File: src/rtl/cmpl_pkg.sv
package cmpl_pkg;
   localparam int MAX_CH = 16;
   localparam int IDX_W  = 4;
   localparam int REG_LSB = 2 + IDX_W;

   localparam logic [5:0] RGN_RESULT = 6'h01;
   localparam logic [5:0] RGN_FLUSH  = 6'h02;
   localparam logic [5:0] RGN_STATUS = 6'h08;
   localparam logic [5:0] RGN_CFG    = 6'h0C;
   localparam logic [5:0] RGN_AGG    = 6'h0E;

   localparam int STAT_PEND_BIT = 1;

   typedef enum logic [2:0] {
      REG_NONE,
      REG_RESULT,
      REG_FLUSH,
      REG_STATUS,
      REG_CFG,
      REG_AGG
   } region_e;

   typedef struct packed {
      logic ovf;
      logic err;
      logic fl;
      logic tpd;
   } res_flags_t;

   function automatic logic [31:0] pack_result(input logic vld, input res_flags_t f);
      return {vld, 26'b0, f.ovf, f.err, f.fl, f.tpd, 1'b0};
   endfunction
endpackage

File: src/rtl/cmpl_regdec.sv
module cmpl_regdec
   import cmpl_pkg::*;
#(
   parameter int ADDR_W = 12,
   parameter int NUM_CH = 16
) (
   input  logic [ADDR_W-1:0] addr,
   output region_e           region,
   output logic [IDX_W-1:0]  idx,
   output logic              ch_ok
);
   localparam int RGN_W = ADDR_W - REG_LSB;

   logic [RGN_W-1:0] rgn;
   logic             unused_lsb;

   assign idx        = addr[REG_LSB-1:2];
   assign rgn        = addr[ADDR_W-1:REG_LSB];
   assign unused_lsb = ^addr[1:0];

   always_comb begin
      region = REG_NONE;
      if (rgn == RGN_W'(RGN_RESULT))      region = REG_RESULT;
      else if (rgn == RGN_W'(RGN_FLUSH))  region = REG_FLUSH;
      else if (rgn == RGN_W'(RGN_STATUS)) region = REG_STATUS;
      else if (rgn == RGN_W'(RGN_CFG))    region = REG_CFG;
      else if (rgn == RGN_W'(RGN_AGG) && idx == '0) region = REG_AGG;
   end

   assign ch_ok = (int'(idx) < NUM_CH);
endmodule

File: src/rtl/cmpl_chan_slot.sv
module cmpl_chan_slot
   import cmpl_pkg::*;
#(
   parameter bit USE_SHADOW = 1'b1
) (
   input  logic       clk,
   input  logic       rst_n,
   input  logic       new_vld,
   input  res_flags_t new_flags,
   input  logic       pop,
   output logic       p_vld,
   output res_flags_t p_flags
);
   localparam res_flags_t OVF_MARK = '{ovf: 1'b1, err: 1'b1, fl: 1'b0, tpd: 1'b0};

   generate
      if (USE_SHADOW) begin : g_shadow
         logic       s_vld;
         res_flags_t s_flags;

         always_ff @(posedge clk or negedge rst_n) begin
            if (!rst_n) begin
               p_vld   <= 1'b0;
               p_flags <= '0;
               s_vld   <= 1'b0;
               s_flags <= '0;
            end else if (pop && p_vld) begin
               if (s_vld) begin
                  p_flags <= s_flags;
                  if (new_vld) s_flags <= new_flags;
                  else         s_vld   <= 1'b0;
               end else if (new_vld) begin
                  p_flags <= new_flags;
               end else begin
                  p_vld <= 1'b0;
               end
            end else if (new_vld) begin
               if (!p_vld) begin
                  p_vld   <= 1'b1;
                  p_flags <= new_flags;
               end else if (!s_vld) begin
                  s_vld   <= 1'b1;
                  s_flags <= new_flags;
               end else begin
                  s_flags <= s_flags | OVF_MARK;
               end
            end
         end

         // the held slot is only occupied behind an occupied readable slot
         a_r8_shadow_behind_primary: assert property (@(posedge clk) disable iff (!rst_n)
            s_vld |-> p_vld);
         // reading with a held result moves it forward
         a_r8_promote_on_pop: assert property (@(posedge clk) disable iff (!rst_n)
            (pop && p_vld && s_vld) |=> p_vld);
         // reading the last result empties the channel
         a_r4_pop_empties: assert property (@(posedge clk) disable iff (!rst_n)
            (pop && p_vld && !s_vld && !new_vld) |=> !p_vld);
         // a result into a full queue marks overflow
         a_r9_overflow_marked: assert property (@(posedge clk) disable iff (!rst_n)
            (p_vld && s_vld && new_vld && !pop) |=> (s_flags.ovf && s_flags.err));
      end else begin : g_single
         always_ff @(posedge clk or negedge rst_n) begin
            if (!rst_n) begin
               p_vld   <= 1'b0;
               p_flags <= '0;
            end else if (pop && p_vld) begin
               if (new_vld) p_flags <= new_flags;
               else         p_vld   <= 1'b0;
            end else if (new_vld) begin
               if (!p_vld) begin
                  p_vld   <= 1'b1;
                  p_flags <= new_flags;
               end else begin
                  p_flags <= p_flags | OVF_MARK;
               end
            end
         end

         // reading the only result empties the channel
         a_r4_pop_empties_single: assert property (@(posedge clk) disable iff (!rst_n)
            (pop && p_vld && !new_vld) |=> !p_vld);
      end
   endgenerate
endmodule

File: src/rtl/cmpl_irq_agg.sv
module cmpl_irq_agg #(
   parameter int NUM_CH  = 16,
   parameter bit IRQ_REG = 1'b0
) (
   input  logic              clk,
   input  logic              rst_n,
   input  logic [NUM_CH-1:0] pend,
   input  logic [NUM_CH-1:0] ien,
   output logic              irq
);
   logic any_live;

   assign any_live = |(pend & ien);

   generate
      if (IRQ_REG) begin : g_reg
         always_ff @(posedge clk or negedge rst_n) begin
            if (!rst_n) irq <= 1'b0;
            else        irq <= any_live;
         end
      end else begin : g_comb
         assign irq = any_live;
      end
   endgenerate
endmodule

File: src/rtl/cmpl_flush_tracker.sv
module cmpl_flush_tracker
   import cmpl_pkg::*;
#(
   parameter int ADDR_W     = 12,
   parameter int NUM_CH     = 16,
   parameter bit USE_SHADOW = 1'b1,
   parameter bit IRQ_REG    = 1'b0
) (
   input  logic              clk,
   input  logic              rst_n,
   input  logic              reg_wr,
   input  logic              reg_rd,
   input  logic [ADDR_W-1:0] reg_addr,
   input  logic [31:0]       reg_wdata,
   output logic [31:0]       reg_rdata,
   input  logic [NUM_CH-1:0] eng_busy,
   input  logic [NUM_CH-1:0] eng_done,
   input  logic [NUM_CH-1:0] eng_err,
   output logic [NUM_CH-1:0] flush_req,
   output logic              irq
);
   generate
      if (NUM_CH < 1 || NUM_CH > MAX_CH) begin : g_bad_ch
         $error("cmpl_flush_tracker: NUM_CH must be 1..16");
      end
      if (ADDR_W < 12) begin : g_bad_aw
         $error("cmpl_flush_tracker: ADDR_W must be at least 12");
      end
   endgenerate

   region_e                   region;
   logic [IDX_W-1:0]          idx;
   logic                      ch_ok;
   logic [NUM_CH-1:0]         pend;
   logic [NUM_CH-1:0]         ien;
   logic [NUM_CH-1:0]         fen;
   logic [NUM_CH-1:0]         flush_hit;
   res_flags_t [NUM_CH-1:0]   res_flags;
   logic                      unused_wdata;

   assign unused_wdata = ^reg_wdata[31:2];

   cmpl_regdec #(.ADDR_W(ADDR_W), .NUM_CH(NUM_CH)) u_dec (
      .addr   (reg_addr),
      .region (region),
      .idx    (idx),
      .ch_ok  (ch_ok)
   );

   generate
      for (genvar i = 0; i < NUM_CH; i++) begin : g_ch
         logic       sel;
         logic       pop;
         logic       fl_post;
         logic       new_vld;
         res_flags_t new_flags;

         assign sel          = ch_ok && (idx == IDX_W'(i));
         assign pop          = reg_rd && sel && (region == REG_RESULT);
         assign flush_hit[i] = reg_wr && sel && (region == REG_FLUSH);
         assign fl_post      = flush_hit[i] && (eng_busy[i] || fen[i]);
         assign new_vld      = eng_done[i] || eng_err[i] || fl_post;
         assign new_flags    = '{ovf: 1'b0, err: eng_err[i], fl: fl_post, tpd: eng_done[i]};

         always_ff @(posedge clk or negedge rst_n) begin
            if (!rst_n) begin
               ien[i]       <= 1'b0;
               fen[i]       <= 1'b0;
               flush_req[i] <= 1'b0;
            end else begin
               flush_req[i] <= flush_hit[i] && eng_busy[i];
               if (reg_wr && sel && region == REG_CFG) begin
                  ien[i] <= reg_wdata[0];
                  fen[i] <= reg_wdata[1];
               end
            end
         end

         cmpl_chan_slot #(.USE_SHADOW(USE_SHADOW)) u_slot (
            .clk       (clk),
            .rst_n     (rst_n),
            .new_vld   (new_vld),
            .new_flags (new_flags),
            .pop       (pop),
            .p_vld     (pend[i]),
            .p_flags   (res_flags[i])
         );

         // an abort pulse follows only a flush of a busy channel
         a_r6_abort_needs_busy: assert property (@(posedge clk) disable iff (!rst_n)
            flush_req[i] |-> $past(eng_busy[i]));
         // a flush of an idle channel with reporting off posts nothing
         a_r7_idle_flush_silent: assert property (@(posedge clk) disable iff (!rst_n)
            (flush_hit[i] && !eng_busy[i] && !fen[i] && !pend[i]
             && !eng_done[i] && !eng_err[i]) |=> !pend[i]);
      end
   endgenerate

   cmpl_irq_agg #(.NUM_CH(NUM_CH), .IRQ_REG(IRQ_REG)) u_irq (
      .clk   (clk),
      .rst_n (rst_n),
      .pend  (pend),
      .ien   (ien),
      .irq   (irq)
   );

   always_comb begin
      reg_rdata = '0;
      case (region)
         REG_RESULT: if (ch_ok && pend[idx]) reg_rdata = pack_result(1'b1, res_flags[idx]);
         REG_STATUS: if (ch_ok) reg_rdata[STAT_PEND_BIT] = pend[idx];
         REG_CFG:    if (ch_ok) reg_rdata[1:0] = {fen[idx], ien[idx]};
         REG_AGG:    reg_rdata[NUM_CH-1:0] = pend;
         default:    reg_rdata = '0;
      endcase
   end

   // a single register port can abort at most one channel per cycle
   a_r6_one_abort: assert property (@(posedge clk) disable iff (!rst_n)
      $onehot0(flush_req));

   generate
      if (!IRQ_REG) begin : g_irq_chk
         // no waiting result means no interrupt
         a_r10_idle_no_irq: assert property (@(posedge clk) disable iff (!rst_n)
            (pend == '0) |-> !irq);
      end
   endgenerate
endmodule

File: config.mk
export PLATFORM = sky130hd
export DESIGN_NAME = cmpl_flush_tracker
export DESIGN_NICKNAME = d
export VERILOG_FILES = /design/src/rtl/cmpl_pkg.sv /design/src/rtl/cmpl_regdec.sv /design/src/rtl/cmpl_chan_slot.sv /design/src/rtl/cmpl_irq_agg.sv /design/src/rtl/cmpl_flush_tracker.sv
export SDC_FILE = /design/constraint.sdc
export NUM_CORES = 1
export LEC_CHECK = 0
export BUFFER_PORTS_ARGS = -buffer_cell sky130_fd_sc_hd__buf_2
export CORE_MARGIN = 10
export CORE_UTILIZATION = 50
export DETAILED_ROUTE_END_ITERATION = 12
export GPL_TIMING_DRIVEN = 0
export PLACE_DENSITY = 0.7
export SETUP_SLACK_MARGIN = 0.5
export SKIP_LAST_GASP = 1
export SLEW_MARGIN = 20
export SYNTH_ARGS = -nofsm -noshare
export SYNTH_HDL_FRONTEND = slang
export SYNTH_SLANG_ARGS = --single-unit
File: constraint.sdc
create_clock -name clk -period 2 [get_ports clk]
set_input_delay 0.1 -clock clk [delete_from_list [all_inputs] [get_ports clk]]
set_output_delay 0.1 -clock clk [all_outputs]
set_load 0.05 [all_outputs]
---- After elaboration in Yosys (flattened, before gate mapping) ----
Cells that the tools add are included.
operators by class
  mux-type cells .......................... 322
  $add $sub $neg .......................... 0
  order comparisons ....................... 1
  div/mod/pow operators ................... 0
  equal/unequal tests ..................... 121
  reduce and logical (&&, ||, !) cells .... 307
  multiply operators ...................... 0
  shifts and indexed selects .............. 0
  bitwise gates (word level) .............. 1
operators by type and width
  operator                                                         number
  4-bit 2-to-1 mux                                                 161
  2-bit != test, second input constant                             80
  1-bit 2-to-1 mux                                                 147
  1-bit logical AND                                                129
  3-bit AND reduction                                              32
  2-bit nonzero test                                               48
  5-bit AND reduction                                              16
  4-bit AND reduction                                              16
  1-bit logical OR                                                 48
  4-bit == test, second input constant                             8
  32-bit 2-to-1 mux                                                1
  2-bit by 1-bit != test with 1-bit output, second input constant  16
  2-bit AND reduction                                              16
  14-bit case mux with 2 select lines                              1
  6-bit by 4-bit == test with 1-bit output, second input constant  3
  16-bit bitwise AND                                               1
  4-bit binary-select mux with 4-bit select                        1
  4-bit by 3-bit == test with 1-bit output, second input constant  4
  16-bit 2-to-1 mux                                                1
  16-bit OR reduction                                              1
  3-bit 2-to-1 mux                                                 5
  1-bit binary-select mux with 4-bit select                        3
  4-bit by 2-bit == test with 1-bit output, second input constant  2
  3-bit by 2-bit == test with 1-bit output, second input constant  2
  other kinds (9)                                                  10
storage, ports and cells
  memory bits (read-only) ................. 0
  bits in latches ......................... 0
  memories kept ........................... 0
  bits in writable memories ............... 0
  bits of input ports ..................... 96
  word-level logic and storage cells ...... 960
  register bits after elaboration ......... 208

---- Longest topological paths before layout ----
Gate-level depths: netlist of the first run.
  depth in word-level cells ............... 14
  mapped depth ............................ 10

---- By module ----
Synthesis of the first run repeated with hierarchy kept, for this count alone.
second synthesis, totals
  cells, all modules ...................... 1,293
  area total of the unflattened synthesis .. 12,974.9 um^2
modules (own cells, without submodules)
  module              area an instance (um^2)  times used  cells an instance
  cmpl_chan_slot      580.6                    16          58
  cmpl_flush_tracker  3,462.1                  1           340
  cmpl_regdec         122.6                    1           16
  cmpl_irq_agg        101.3                    1           9

---- Least setup slack after synthesis of the first run ----
Ideal clock, no wire load.
  path kind ............................... register -> output
  start ................................... register g_ch[0].u_slot.p_vld
  end ..................................... output reg_rdata[2]
  data required time ...................... 1.900 ns
  path buffers ............................ 1
  setup slack ............................. -0.719 ns
  data arrival time ....................... 2.619 ns
  cell stages (with the launch flop) ...... 7
  path through ............................ dfrtp_1 -> clkbuf_1 -> mux4_2 -> mux2i_1 -> mux2_2 -> or2_2 -> o21ai_0
on the way
  word-level cells in the longest chain between the ends .. 4
ends and longest elaborated chain
  element                                    RTL line                   text
  start: declaration                         cmpl_chan_slot.sv:11       output logic p_vld,
  start signal: assignment                   cmpl_chan_slot.sv:23       p_vld <= 1'b0;
  start signal: assignment                   cmpl_chan_slot.sv:35       p_vld <= 1'b0;
  start signal: assignment                   cmpl_chan_slot.sv:39       p_vld <= 1'b1;
  1-bit binary-select mux with 4-bit select  cmpl_flush_tracker.sv:110  REG_RESULT: if (ch_ok && pend[idx]) reg_rdata = pack_result(1'b1, res_flags[idx]);
  1-bit 2-to-1 mux (implied by the code)     cmpl_flush_tracker.sv:110
  32-bit 2-to-1 mux                          cmpl_flush_tracker.sv:110
  14-bit case mux with 2 select lines        cmpl_flush_tracker.sv:109  case (region)
  end: declaration                           cmpl_flush_tracker.sv:15   output logic [31:0] reg_rdata,
No other way between the ends. The select of a mux whose other input is x is not followed.

---- Worst setup path in the final report of the first run ----
  start ................................... register g_ch[8].u_slot.p_vld
  end ..................................... output reg_rdata[1]
on the way
  word-level cells in the longest chain between the ends .. 4
ends and longest elaborated chain
  element                                      RTL line
  start: declaration                           cmpl_chan_slot.sv:11
  start signal: assignment                     cmpl_chan_slot.sv:23
  start signal: assignment                     cmpl_chan_slot.sv:35
  start signal: assignment                     cmpl_chan_slot.sv:39
  1-bit binary-select mux with 4-bit select *  cmpl_flush_tracker.sv:110, cmpl_flush_tracker.sv:111
  1-bit 2-to-1 mux (implied by the code) *     cmpl_flush_tracker.sv:110, cmpl_flush_tracker.sv:111
  32-bit 2-to-1 mux                            cmpl_flush_tracker.sv:110
  1-bit case mux with 4 select lines *         cmpl_flush_tracker.sv:109
Mark *: on every way between the ends. The rest lies on a longest branch, timed or not. The select of a mux whose other input is x is not followed.

==> reports/summary.txt, run 1 <==
CTS buffer count -> 25
Share of cells above drive strength 1 -> 48.28%
Hold path cells -> 3
CP Data Required Time -> 1.90 ns
Most frequent cells in the layout -> dfrtp_1 (197), buf_4 (103), buf_6 (82)
Die Area -> 0.02966 mm2
Register area share after synthesis -> 44.93%
Area Overhead vs Synth -> 45.82%
Worst min path class -> in2reg
Setup CP Type -> reg2out
Clk pin slew, worst setup/hold paths -> 0.06 ns
Violated checks -> negative setup slack
Rows -> 55
Via count -> 10,670
#FFs+latches synth -> 208
GRT Util Overall -> 26.05%
Synthesized area -> 0.01158 mm2
Worst setup SP type -> register
Max Cap Viol -> 0
Vias per std cell -> 6.233
Antenna-violating nets left -> 0
Wire length per cell -> 24.15 um
Worst r2r path cells -> 6
Slew @ Worst Pin -> 0.8618 ns
Diodes inserted -> 0
Drt total wl -> 41,340 um
Pleak -> 7.575 nW
Post-DP Area -> 0.01325 mm2
Fin Hold WS -> 0.03197 ns
Drt initial violations -> 1,383
Core area -> 0.02271 mm2
Pre-Repair DR Iteration Count -> 5
Latest clock arrival within the worst-skew pair -> 0.54 ns
H-Tree Depth -> 1
Die height -> 172.2 um
CTS tree -> done
Outcome -> finished, violations left
I/O Pins -> 145
Finished Core Util -> 74.39%
Clock root buffer master -> clkbuf_16
Initial Util -> 51.01%
Int Pwr -> 0.007615 W
Clock share of power -> 43.9%
Critical Path End Type -> output pin
Vias in the first global route -> 10,380
Power density cells -> 609.7 mW/mm2
Sequential share of power -> 43.2%
Avg Cell Area, Syn -> 10.80 um2
Synth async-reset ratio -> 100.0%
Clock buffer depth -> 3
Final setup fails -> 21
Tmin final -> 2.580 ns
Largest net degree at the start of global routing -> 90
Final Max Tran Viols -> 0
Hold Vio Cnt, Final -> 0
Commonest non-fill, non-tap cell in the layout -> dfrtp_1
Number of synthesized flops with an enable pin -> 0
Worst setup slack after layout -> -0.5801 ns
RSZ-0062 raised after global routing -> true
FMAX -> 387.6 MHz
Design area -> 0.01689 mm2
First-pass GRT wire length -> 60,010 um
Sw Pwr -> 0.002685 W
Peak supply drop -> 0.6768 mV
Tcrit/Tclk final -> 129.0%
Initial antenna violation count -> 2
Cells after Synth -> 1,073
Sw Share -> 26.07%
Total Nets Final -> 1,508
Warnings from Yosys -> 0
Crit-path max FO -> 2
Gpl congestion -> 0.9541
Power share of the combinational group -> 12.8%
Worst Path Arrival -> 2.48 ns
DRC viols -> 0
DP HPWL -> 25,850 um
Port Buffers -> 96
Die W -> 172.2 um
Top FF cell, synth -> dfrtp_1
Synth unique cells -> 92
Worst Skew -> 0.02263 ns
Worst rel slew slack -> 42.55%
Clock sinks -> 208
Grt ovf -> 0
## kinds of logic after synthesis
| group | after synthesis | synth area share, % |
|---|---|---|
| AO/OA/AOI/OAI | 240 | 14.70 |
| XOR/XNOR | 5 | 0.3780 |
| adder cells (fa/ha/maj) | 2 | 0.2160 |
| buffers and inverters | 102 | 4.730 |
| flip-flops | 208 | 44.93 |
| multiplexers | 145 | 16.64 |
| other | 1 | 0.03237 |
| AND/OR/NAND/NOR | 370 | 18.37 |
## final timing paths
kind,startpoint,to,slack (ns)
max,g_ch[8].u_slot.p_vld,reg_rdata[1],-0.58
min,eng_err[1],g_ch[1].u_slot.p_flags[2],0.03
max reg2reg,fen[14],g_ch[14].u_slot.p_flags[0],0.11
min reg2reg,g_ch[11].u_slot.g_shadow.s_flags[2],g_ch[11].u_slot.g_shadow.s_flags[2],0.49
max in group asynchronous,rst_n,fen[6],0.79
min in group asynchronous,rst_n,g_ch[0].u_slot.g_shadow.s_flags[0],0.11
## per-stage QoR
| step | setup slack [ns] | power, W | TNS [ns] | instances |
|---|---|---|---|---|
| final | -0.5801 | 0.01030 | -3.891 | 1712 |
| after global routing | -0.6026 | 0.01060 | -4.652 | 1712 |
| after CTS | -0.4848 | 0.01021 | -2.532 | 1667 |
| after detailed placement | -0.5654 | 0.005559 | -33.32 | 1470 |
| after global placement | -2.837 | 0.005530 | -617.27 | 1468 |
| after floorplan | 0.1388 | 0.005144 | 0 | 1087 |
## power by group through the flow
stage	Clock (W)	Combinational (W)	Sequential, W
after floorplan	0	0.000669	0.00448
after global placement	0	0.00102	0.00451
after detailed placement	0	0.00104	0.00452
after CTS	0.00455	0.00122	0.00445
after global routing	0.00474	0.00139	0.00446
final	0.00452	0.00132	0.00445
## final cells by class
type | instances | area (um2)
multi-input cells | 777 | 7066
clock buffers | 35 | 733.2
plain buffers | 59 | 626.9
inverters | 43 | 175.2
repair buffers | 296 | 2635
well taps | 285 | 356.6
fillers | 1431 | 5817
clock inverters | 9 | 81.33
flip-flops and latches | 208 | 5219
## Yosys cell counts, drive strengths merged, types with 8 or more instances
| master | n | area [um2] |
|---|---|---|
| dfrtp | 208 | 5205 |
| nor2 | 98 | 377.9 |
| mux2 | 82 | 934.6 |
| nand2 | 79 | 299.0 |
| a21oi | 66 | 330.3 |
| o21ai | 66 | 334.1 |
| inv | 43 | 161.4 |
| buf | 39 | 311.5 |
| mux2i | 34 | 340.3 |
| nor3 | 30 | 166.4 |
| and3 | 29 | 181.4 |
| mux4 | 29 | 653.1 |
| nand4 | 25 | 220.2 |
| nand3 | 22 | 125.1 |
| clkbuf | 20 | 75.07 |
| a22o | 19 | 166.4 |
| or2 | 17 | 106.4 |
| nand2b | 11 | 91.34 |
| a22oi | 8 | 93.84 |
| a31oi | 8 | 50.05 |
| and2 | 8 | 50.05 |
| nor2b | 8 | 52.55 |
## what timing repair did
| item | 4_1_cts | 5_1_grt |
|---|---|---|
| endpoints found under the hold margin | 156 | 0 |
| hold buffers | 50 | 0 |
| setup endpoints to repair | 169 | 175 |
| pin swaps | 54 | 73 |
| cloned | 0 | 1 |
| buffers inserted | 103 | 44 |
| resized for setup | 174 | 158 |
## sequential cells by signal, indices dropped and copies added, names as in the netlist
register,flops
g_ch.u_slot.p_vld,16
fen,16
g_ch.u_slot.g_shadow.s_flags,64
g_ch.u_slot.g_shadow.s_vld,16
ien,16
flush_req,16
g_ch.u_slot.p_flags,64
## worst max-delay path: stages, from the launching register on
cell      delay (ns)
dfrtp_1         0.37
clkbuf_8        0.15
mux4_2          0.49
mux2i_1         0.23
mux2_4          0.21
a31oi_1         0.05
a41o_2          0.28
buf_8           0.16
## per-layer routing
layer,wire length (um),global-route usage [%],vias to the layer above
met2,19210,40.43,578
li1,-,-,4652
met1,16390,34.46,5317
met5,13,0,-
met3,3874,6.475,122
met4,1847,10.01,2
(Power assumes the default switching activity.)
==> run 2, diff against run 1 <==
==> constraint.sdc (replaced) <==
create_clock -name clk -period 2.4 [get_ports clk]
set_input_delay 0.12 -clock clk [delete_from_list [all_inputs] [get_ports clk]]
set_output_delay 0.12 -clock clk [all_outputs]
set_load 0.05 [all_outputs]
==> run 2 against run 1 <==
The flow still finishes with violations (negative setup slack). Clock power shrank 13%. Via count decreased by 8.2%. Sequential share of layout area rose by 4.8 points. Design area decreased by 14%. Non-clock buffer count is 106 lower. Core utilization down 10 points. Flip-flop and latch count unchanged. Total power is 17% lower. Critical endpoint unchanged. Highest routed layer is now met4.
==> reports/summary.txt, run 2 (synthesis results as in run 1) <==
Vias in the first global route -> 9,839
Total Nets Final -> 1,401
Area Overhead vs Synth -> 25.99%
Diodes inserted -> 0
Worst setup slack after layout -> -0.07708 ns
Grt ovf -> 0
Worst setup SP type -> register
Latest clock arrival within the worst-skew pair -> 0.52 ns
Core area -> 0.02271 mm2
Tmin final -> 2.477 ns
CP Data Required Time -> 2.28 ns
Fin Hold WS -> 0.01625 ns
Share of cells above drive strength 1 -> 33.86%
DRC viols -> 0
Worst Skew -> 0.009558 ns
Die height -> 172.2 um
Largest regs -> g_ch.u_slot.g_shadow.s_flags: 64 flops, g_ch.u_slot.p_flags: 64 flops
Peak supply drop -> 0.4430 mV
Clock sinks -> 208
PnR Total Power -> 0.008584 W
Violated checks -> negative setup slack
Setup CP Type -> reg2out
RSZ-0062 raised after global routing -> true
Final Max Tran Viols -> 0
Commonest non-fill, non-tap cell in the layout -> dfrtp_1
Setup TNS -> -0.07708 ns
CTS tree -> done
Sw Pwr -> 0.002092 W
Clk pin slew, worst setup/hold paths -> 0.06 ns
Die W -> 172.2 um
Most frequent cells in the layout -> dfrtp_1 (203), nor2_1 (92), buf_2 (88)
Worst Path Arrival -> 2.36 ns
Critical-path top delay cell -> mux4_2
Die Area -> 0.02966 mm2
Finished Core Util -> 64.27%
Worst stage delay on the critical path -> 0.49 ns
Max Cap Viol -> 0
Wire length per cell -> 22.43 um
Worst path cell trace -> mux4_2 -> a22o_4 -> a31oi_4 -> o21ai_1 -> a41o_2 -> buf_8
I/O Pins -> 145
Sw Share -> 24.37%
Via count -> 9,797
Vias per std cell -> 6.104
Power share of the combinational group -> 10.9%
First-pass GRT wire length -> 55,340 um
Worst rel slew slack -> 43.27%
Hold Vio Cnt, Final -> 0
DP HPWL -> 25,360 um
CTS buffer count -> 24
Clock share of power -> 46.0%
Clock buffer depth -> 3
Crit-path max FO -> 3
FMAX -> 403.7 MHz
Final setup fails -> 1
Antenna-violating nets left -> 0
Power density cells -> 588.2 mW/mm2
Worst min path class -> in2reg
Pleak -> 6.665 nW
Pre-Repair DR Iteration Count -> 6
Port Buffers -> 96
Tcrit/Tclk final -> 103.2%
Gpl congestion -> 1.018
Sequential share of power -> 43.1%
Drt initial violations -> 1,136
Slew @ Worst Pin -> 0.8510 ns
Initial antenna violation count -> 1
Clock root buffer master -> clkbuf_16
Largest net degree at the start of global routing -> 88
Drt total wl -> 36,000 um
H-Tree Depth -> 1
Outcome -> finished, violations left
Critical Path End Type -> output pin
Initial Util -> 51.01%
GRT Util Overall -> 24.10%
Rows -> 55
Int Pwr -> 0.006492 W
## run 2: what timing repair did
| item | in CTS | in global routing |
|---|---|---|
| hold endpoints to repair | 290 | 0 |
| hold buffers | 47 | 0 |
| pin swaps | 8 | 10 |
| resized for setup | 64 | 35 |
| setup buffers | 31 | 14 |
| endpoints found under the setup margin | 49 | 45 |
## run 2: path summary, 6_finish.rpt
check,from,endpoint,slack [ns],cells after the start
max,fen[6],reg_rdata[1],-0.08,6
min,eng_err[9],g_ch[9].u_slot.g_shadow.s_vld,0.02,3
max reg2reg,fen[4],g_ch[4].u_slot.g_shadow.s_flags[1],0.32,6
min reg2reg,g_ch[2].u_slot.g_shadow.s_flags[3],g_ch[2].u_slot.g_shadow.s_flags[3],0.49,1
max in group asynchronous,rst_n,g_ch[7].u_slot.p_vld,1.50,3
min in group asynchronous,rst_n,g_ch[11].u_slot.p_vld,0.10,2
## run 2: power groups by stage
stage	logic, W	clock network [W]	registers [W]
finish	0.000934	0.00395	0.00370
detailed placement	0.000820	0	0.00376
CTS	0.000913	0.00398	0.00370
global route	0.00100	0.00414	0.00371
global placement	0.000796	0	0.00376
floorplan	0.000511	0	0.00373
## run 2: routing by layer
layer | vias to the layer above | global-route usage (%) | routed length (um)
li1 | 4410 | - | -
met4 | 0 | 9.820 | 1710
met2 | 461 | 38.67 | 16670
met5 | - | 0 | 0
met1 | 4809 | 31.80 | 14770
met3 | 117 | 4.036 | 2848
## run 2: final cells by class
| class | instances | area [um2] |
|---|---|---|
| buffer | 59 | 474.2 |
| clock buffer | 34 | 709.4 |
| clock inverter | 9 | 145.1 |
| fill | 1789 | 8114 |
| inverter | 43 | 161.4 |
| multi-input combinational | 777 | 6101 |
| sequential | 208 | 5211 |
| tap | 285 | 356.6 |
| timing repair buffer | 190 | 1436 |
## run 2: stage by stage
| step | area (um2) | instances | worst slack [ns] |
|---|---|---|---|
| 2_1_floorplan | 11710 | 1087 | 0.3683 |
| 3_3_place_gp | 12550 | 1468 | -2.434 |
| 3_5_place_dp | 12610 | 1470 | -0.2716 |
| 4_1_cts | 14380 | 1591 | -0.06769 |
| 5_1_grt | 14600 | 1605 | -0.1271 |
| 6_report | 14600 | 1605 | -0.07708 |
## run 2: critical path, delay by kind of cell (launching register included)
kind                   cells  cell delay, ns
buffers and inverters      1            0.15
AO/OA/AOI/OAI              4            0.77
flip-flops                 1            0.41
multiplexers               1            0.49
